$ cat src/rtl/psd_pkg.sv
package psd_pkg;
  localparam int unsigned RUN_LEN = 3;
  localparam int unsigned PER_LEN = 2 * RUN_LEN;
  localparam logic [PER_LEN-1:0] PERIOD_PAT = {{RUN_LEN{1'b1}}, {RUN_LEN{1'b0}}};
endpackage

$ cat src/rtl/psd_period_track.sv
module psd_period_track
  import psd_pkg::*;
#(
  parameter int unsigned MIN_PERIODS = 4,
  localparam int unsigned CW = $clog2(MIN_PERIODS + 1),
  localparam int unsigned GW = $clog2(PER_LEN)
) (
  input  logic clk,
  input  logic rst_n,
  input  logic bit_valid,
  input  logic bit_in,
  output logic hit,
  output logic sync_found
);
  logic [PER_LEN-1:0] win_q, win_d;
  logic [GW-1:0]      gap_q, gap_d;
  logic [CW-1:0]      cnt_q, cnt_d;
  logic               match;

  localparam logic [GW-1:0] GAP_LAST = GW'(PER_LEN - 1);
  localparam logic [CW-1:0] CNT_MAX  = CW'(MIN_PERIODS);

  always_comb begin
    win_d = win_q;
    gap_d = gap_q;
    cnt_d = cnt_q;
    match = 1'b0;
    hit   = 1'b0;
    if (bit_valid) begin
      win_d = {win_q[PER_LEN-2:0], bit_in};
      match = (win_d == PERIOD_PAT);
      if (match) begin
        gap_d = '0;
        if (cnt_q != '0 && gap_q == GAP_LAST)
          cnt_d = (cnt_q == CNT_MAX) ? CNT_MAX : cnt_q + 1'b1;
        else
          cnt_d = CW'(1);
        hit = (cnt_d >= CNT_MAX);
      end else begin
        if (gap_q == GAP_LAST) cnt_d = '0;
        else                   gap_d = gap_q + 1'b1;
      end
    end
  end

  always_ff @(posedge clk or negedge rst_n) begin
    if (!rst_n) begin
      win_q      <= '0;
      gap_q      <= '0;
      cnt_q      <= '0;
      sync_found <= 1'b0;
    end else begin
      if (bit_valid) begin
        win_q <= win_d;
        gap_q <= gap_d;
        cnt_q <= cnt_d;
      end
      sync_found <= hit;
    end
  end

  AST_CNT_BOUND: assert property (@(posedge clk) disable iff (!rst_n)
    cnt_q <= CNT_MAX) else $error("period count overflow");
  AST_SYNC_SINGLE: assert property (@(posedge clk) disable iff (!rst_n)
    sync_found |=> !sync_found) else $error("sync pulse too long");
  AST_SYNC_ON_ZERO: assert property (@(posedge clk) disable iff (!rst_n)
    sync_found |-> $past(bit_valid && !bit_in)) else $error("sync without final zero");
  AST_IDLE_HOLD: assert property (@(posedge clk) disable iff (!rst_n)
    !bit_valid |=> ($stable(cnt_q) && $stable(win_q) && !sync_found)) else $error("idle strobe changed state");
endmodule

$ cat src/rtl/psd_block_count.sv
module psd_block_count #(
  parameter int unsigned BLOCK_BITS = 30,
  localparam int unsigned IW = $clog2(BLOCK_BITS)
) (
  input  logic          clk,
  input  logic          rst_n,
  input  logic          bit_valid,
  input  logic          load,
  output logic          block_start,
  output logic          block_done,
  output logic [IW-1:0] bit_idx
);
  localparam logic [IW-1:0] IDX_LAST = IW'(BLOCK_BITS - 1);

  logic          act_q, act_d;
  logic [IW-1:0] idx_q, idx_d;
  logic          done_d;

  always_comb begin
    act_d  = act_q;
    idx_d  = idx_q;
    done_d = 1'b0;
    if (load) begin
      act_d = 1'b1;
      idx_d = '0;
    end else if (bit_valid && act_q) begin
      if (idx_q == IDX_LAST) begin
        idx_d  = '0;
        done_d = 1'b1;
      end else begin
        idx_d = idx_q + 1'b1;
      end
    end
  end

  always_ff @(posedge clk or negedge rst_n) begin
    if (!rst_n) begin
      act_q      <= 1'b0;
      idx_q      <= '0;
      block_done <= 1'b0;
    end else begin
      if (bit_valid) begin
        act_q <= act_d;
        idx_q <= idx_d;
      end
      block_done <= done_d;
    end
  end

  assign block_start = act_q && bit_valid && (idx_q == '0) && !load;
  assign bit_idx     = idx_q;

  AST_IDX_RANGE: assert property (@(posedge clk) disable iff (!rst_n)
    idx_q <= IDX_LAST) else $error("index out of range");
  AST_DONE_WRAP: assert property (@(posedge clk) disable iff (!rst_n)
    block_done |-> (idx_q == '0)) else $error("done without wrap");
  AST_IDX_HOLD: assert property (@(posedge clk) disable iff (!rst_n)
    !bit_valid |=> ($stable(idx_q) && !block_done)) else $error("index moved on idle");
endmodule

$ cat src/rtl/preamble_sync_detector.sv
module preamble_sync_detector #(
  parameter int unsigned MIN_PERIODS = 4,
  parameter int unsigned BLOCK_BITS  = 30,
  localparam int unsigned IW = $clog2(BLOCK_BITS)
) (
  input  logic          clk,
  input  logic          rst_n,
  input  logic          bit_valid,
  input  logic          bit_in,
  output logic          sync_found,
  output logic          block_start,
  output logic          block_done,
  output logic [IW-1:0] bit_idx
);
  logic [1:0] rst_pipe_q;
  logic       rst_n_s;
  logic       hit;

  always_ff @(posedge clk or negedge rst_n) begin
    if (!rst_n) rst_pipe_q <= 2'b00;
    else        rst_pipe_q <= {rst_pipe_q[0], 1'b1};
  end
  assign rst_n_s = rst_pipe_q[1];

  psd_period_track #(.MIN_PERIODS(MIN_PERIODS)) u_track (
    .clk       (clk),
    .rst_n     (rst_n_s),
    .bit_valid (bit_valid),
    .bit_in    (bit_in),
    .hit       (hit),
    .sync_found(sync_found)
  );

  psd_block_count #(.BLOCK_BITS(BLOCK_BITS)) u_blk (
    .clk        (clk),
    .rst_n      (rst_n_s),
    .bit_valid  (bit_valid),
    .load       (hit),
    .block_start(block_start),
    .block_done (block_done),
    .bit_idx    (bit_idx)
  );

  AST_DONE_NOT_SYNC: assert property (@(posedge clk) disable iff (!rst_n_s)
    sync_found |-> !block_done) else $error("sync and done together");
endmodule

$ cat config.mk
export PLATFORM = sky130hd
export DESIGN_NAME = preamble_sync_detector
export DESIGN_NICKNAME = d
export VERILOG_FILES = /design/src/rtl/psd_pkg.sv /design/src/rtl/psd_period_track.sv /design/src/rtl/psd_block_count.sv /design/src/rtl/preamble_sync_detector.sv
export SDC_FILE = /design/constraint.sdc
export NUM_CORES = 1
export LEC_CHECK = 0
export BUFFER_PORTS_ARGS = -buffer_cell sky130_fd_sc_hd__buf_2
export CELL_PAD_IN_SITES_DETAIL_PLACEMENT = 1
export CELL_PAD_IN_SITES_GLOBAL_PLACEMENT = 1
export CORE_MARGIN = 1
export CORE_UTILIZATION = 40
export CTS_BUF_LIST = sky130_fd_sc_hd__clkbuf_16
export DETAILED_ROUTE_END_ITERATION = 10
export GPL_ROUTABILITY_DRIVEN = 0
export HOLD_SLACK_MARGIN = 0.12
export PLACE_DENSITY_LB_ADDON = 0.1
export SYNTH_ARGS = -nofsm -noshare
export SYNTH_HDL_FRONTEND = slang
export SYNTH_SLANG_ARGS = --single-unit
$ cat constraint.sdc
create_clock -name clk -period 1.45 [get_ports clk]
set_input_delay 0.145 -clock clk [delete_from_list [all_inputs] [get_ports clk]]
set_output_delay 0.145 -clock clk [all_outputs]
set_load 0.02 [all_outputs]
==> flow_summary.json <==
{
  "status": "finished with violations",
  "violations": "setup timing",
  "dieHeight_um": 53.84,
  "critPathRequiredTime_ps": 1310,
  "clk_pin_slew_ps": 60,
  "syn_to_final_growth_pct": 40.98,
  "first_pass_iters": 4,
  "synth_edf_count": 0,
  "r2r_start": "u_track.cnt_q[1]$_DFFE_PN0P_",
  "yosys.area_share.simple_pct": 17.35,
  "via_count": 844,
  "final_hold_viol_count": 0,
  "irDropWorstVdd_uv": 848.2,
  "drive_gt1_share_pct": 49.62,
  "synthTopCellsByArea": "dfrtp_1 49%, ha_1 8.1%, mux2_2 6.3%",
  "crit_buf_inv": 1,
  "yosysWarningCount": 0,
  "setup_viol": 14,
  "grt_first_pass_wirelength_um": 4243,
  "critPathSlowestCell": "dfrtp_1",
  "cts_buffer_depth": 2,
  "worstHoldStart": "bit_in",
  "port-buffer-count": 11,
  "max_freq_ghz": 0.5042,
  "regArea_sq_um": 525.5,
  "synth_area_leader_cell": "dfrtp_1",
  "reg2reg_depth": 8,
  "synth-xor-area-share_pct": 0.8149,
  "ant_nets": 0,
  "fin_tns_setup_ps": -3599,
  "synth_area_sq_mm": 0.001075,
  "worstHoldPathCells": 2,
  "crit_arrival_ps": 1840,
  "yosysSeqAreaShare_pct": 48.89,
  "fin_util_pct": 60.61,
  "rsz0062_at_grt": "yes",
  "dieArea_sq_mm": 0.002898,
  "die-width_um": 53.84,
  "synth-compound-area-share_pct": 15.72,
  "r2r_slack_ps": -420,
  "cp_max_fo": 3,
  "drv_cap": 0,
  "place_ws_ps": -348.1,
  "rows": 18,
  "multi_input_area_sq_um": 603.1,
  "setup_slack_ps": -533.2,
  "clock-sinks": 21,
  "nNetsFinal": 143,
  "finalPower_mw": 1.823,
  "yosys.cell_types.count": 32,
  "synth-async-reset-ratio_pct": 100.0,
  "post_drt_wl_per_cell_um": 16.76,
  "nFillCells": 264,
  "ios": 12,
  "ys.flop_type": "dfrtp_1",
  "whs_ps": 169.5,
  "overflow": 0,
  "fin_skew_ps": 4.180,
  "mostFrequentLayoutCell": "dfrtp_1",
  "muxShareOfSynthArea_pct": 6.286,
  "slew_violations": 0,
  "period_needed_ps": 1983,
  "grt_pass1_vias": 839,
  "r2r_end": "u_blk.bit_idx[0]$_DFFE_PN0P_",
  "route.detailed.drc": 0,
  "dp_cells": 148,
  "n_antenna_cell": 0,
  "synthAdderAreaFrac_pct": 8.149,
  "crit_family": "flip-flops",
  "synth_fp_nets": 106,
  "h-tree-depth": 1,
  "place_hpwl_um": 1760,
  "numCtsBuffers": 3,
  "antenna_found_initial": 0,
  "core_sq_mm": 0.002500,
  "grt_max_degree": 20,
  "track_usage_pct": 21.02,
  "hold_path_end": "u_track.win_q[0]$_DFFE_PN0P_",
  "crit_path_end_kind": "output port",
  "cts_tree": "yes",
  "ys_seq_elements": 21,
  "critPathKind": "flip-flop to output port",
  "worstSkewPairLatency_ps": 260,
  "start_kind": "flip-flop",
  "synthCells": 95,
  "path_cells": "ha_2, nor2b_4, xnor2_2, o311ai_4, nor2_2, nor4bb_4, buf_4",
  "mostFrequentLayoutCells": "21 x dfrtp_1, 19 x buf_4, 10 x buf_2",
  "hp-class": "input pin to flip-flop",
  "cpPeakStageDelay_ps": 410,
  "fin_area_sq_mm": 0.001515,
  "synth_top_family_by_area": "simple AND/OR/NAND/NOR gates",
  "synth_top_area_share_pct": 48.89,
  "power.leakage_nw": 0.7105,
  "instances_no_fill": 161,
  "synth_area_per_cell_sq_um": 11.31,
  "power_density_mw_per_mm2": 1203,
  "start_util_pct": 42.99,
  "fin_crit_sh_pct": 136.8,
  "drt-total-wl_um": 2699,
  "clock-root-buffer": "clkbuf_16",
  "place_area_sq_mm": 0.001310,
  "initialDrtViolationCount": 11,
  "vias_per_cell": 5.242
}
## worst reg2reg max path, cell delays in order (launching register included)
cell and delay, ps:
dfrtp_1 410, ha_2 180, nor2b_4 120, xnor2_2 150
o311ai_4 320, buf_4 160, buf_6 100, nor2_2 40
mux2_2 260
## area by class of cell
type,instances,share of cell area (%)
flip-flops and latches,21,34.68
clock inverters,1,0.4955
repair buffers,34,16.35
multi-input cells,67,39.80
clock buffers,3,4.955
inverters,5,1.239
well taps,30,2.477
## flip-flops by register name, summed over array words and instances, names as in the netlist
name                cells
u_blk.act_q             1
u_track.gap_q           3
u_track.cnt_q           3
u_blk.bit_idx           5
u_track.sync_found      1
rst_pipe_q              2
u_blk.block_done        1
u_track.win_q           5
## worst max-delay path by stage
stage / start / end / cells after the start
after floorplan: u_track.cnt_q[0]$_DFFE_PN0P_ / block_start / 7
after global placement: u_track.cnt_q[1]$_DFFE_PN0P_ / block_start / 7
after detailed placement: u_track.cnt_q[0]$_DFFE_PN0P_ / block_start / 8
after CTS: u_track.cnt_q[1]$_DFFE_PN0P_ / block_start / 7
after global routing: u_track.cnt_q[1]$_DFFE_PN0P_ / block_start / 7
final: u_track.cnt_q[1]$_DFFE_PN0P_ / block_start / 7
## Yosys cell counts, types with 2 or more instances
cell type / count
a21oi_1: 4
mux2_2: 6
a21o_1: 3
inv_1: 5
and2_1: 2
nand4_1: 2
a22o_1: 2
nor3_1: 2
dfrtp_1: 21
nand2_1: 7
ha_1: 7
nand3_1: 3
a21boi_0: 2
nor2_1: 2
o21ai_0: 9
clkbuf_1: 2
## per-layer routing
layer  share of wire, %  routed length [um]  track usage (%)  vias to the layer above
met2                 51                1381            33.74                       12
met1                 44                1194            27.64                      415
met5                  0                   0                0                        -
li1                   -                   -                -                      409
met4                3.1                  85            10.53                        0
met3                1.4                  38            2.542                        8
## where the power goes
group	total, mW	switching [mW]	internal [mW]
Combinational	0.480	0.240	0.240
Sequential	0.742	0.0737	0.668
Clock	0.601	0.228	0.374
## cell families (layout without fill, tap and decap cells)
family,after synthesis,count (layout)
and+or+nand+nor,28,28
AOI/OAI and AO/OA,24,24
DFF,21,21
adders and majority gates,7,7
buffers and inverters,7,43
muxes,6,6
other,1,1
xor gates and xnor gates,1,1
## timing repair
action,4_1_cts,5_1_grt
hold buffers,1,0
endpoints found under the hold margin,2,0
pin swaps,4,11
gates resized for setup,12,12
setup endpoints to repair,14,14
buffers inserted,2,7
Power figures use the tool's default switching activity.
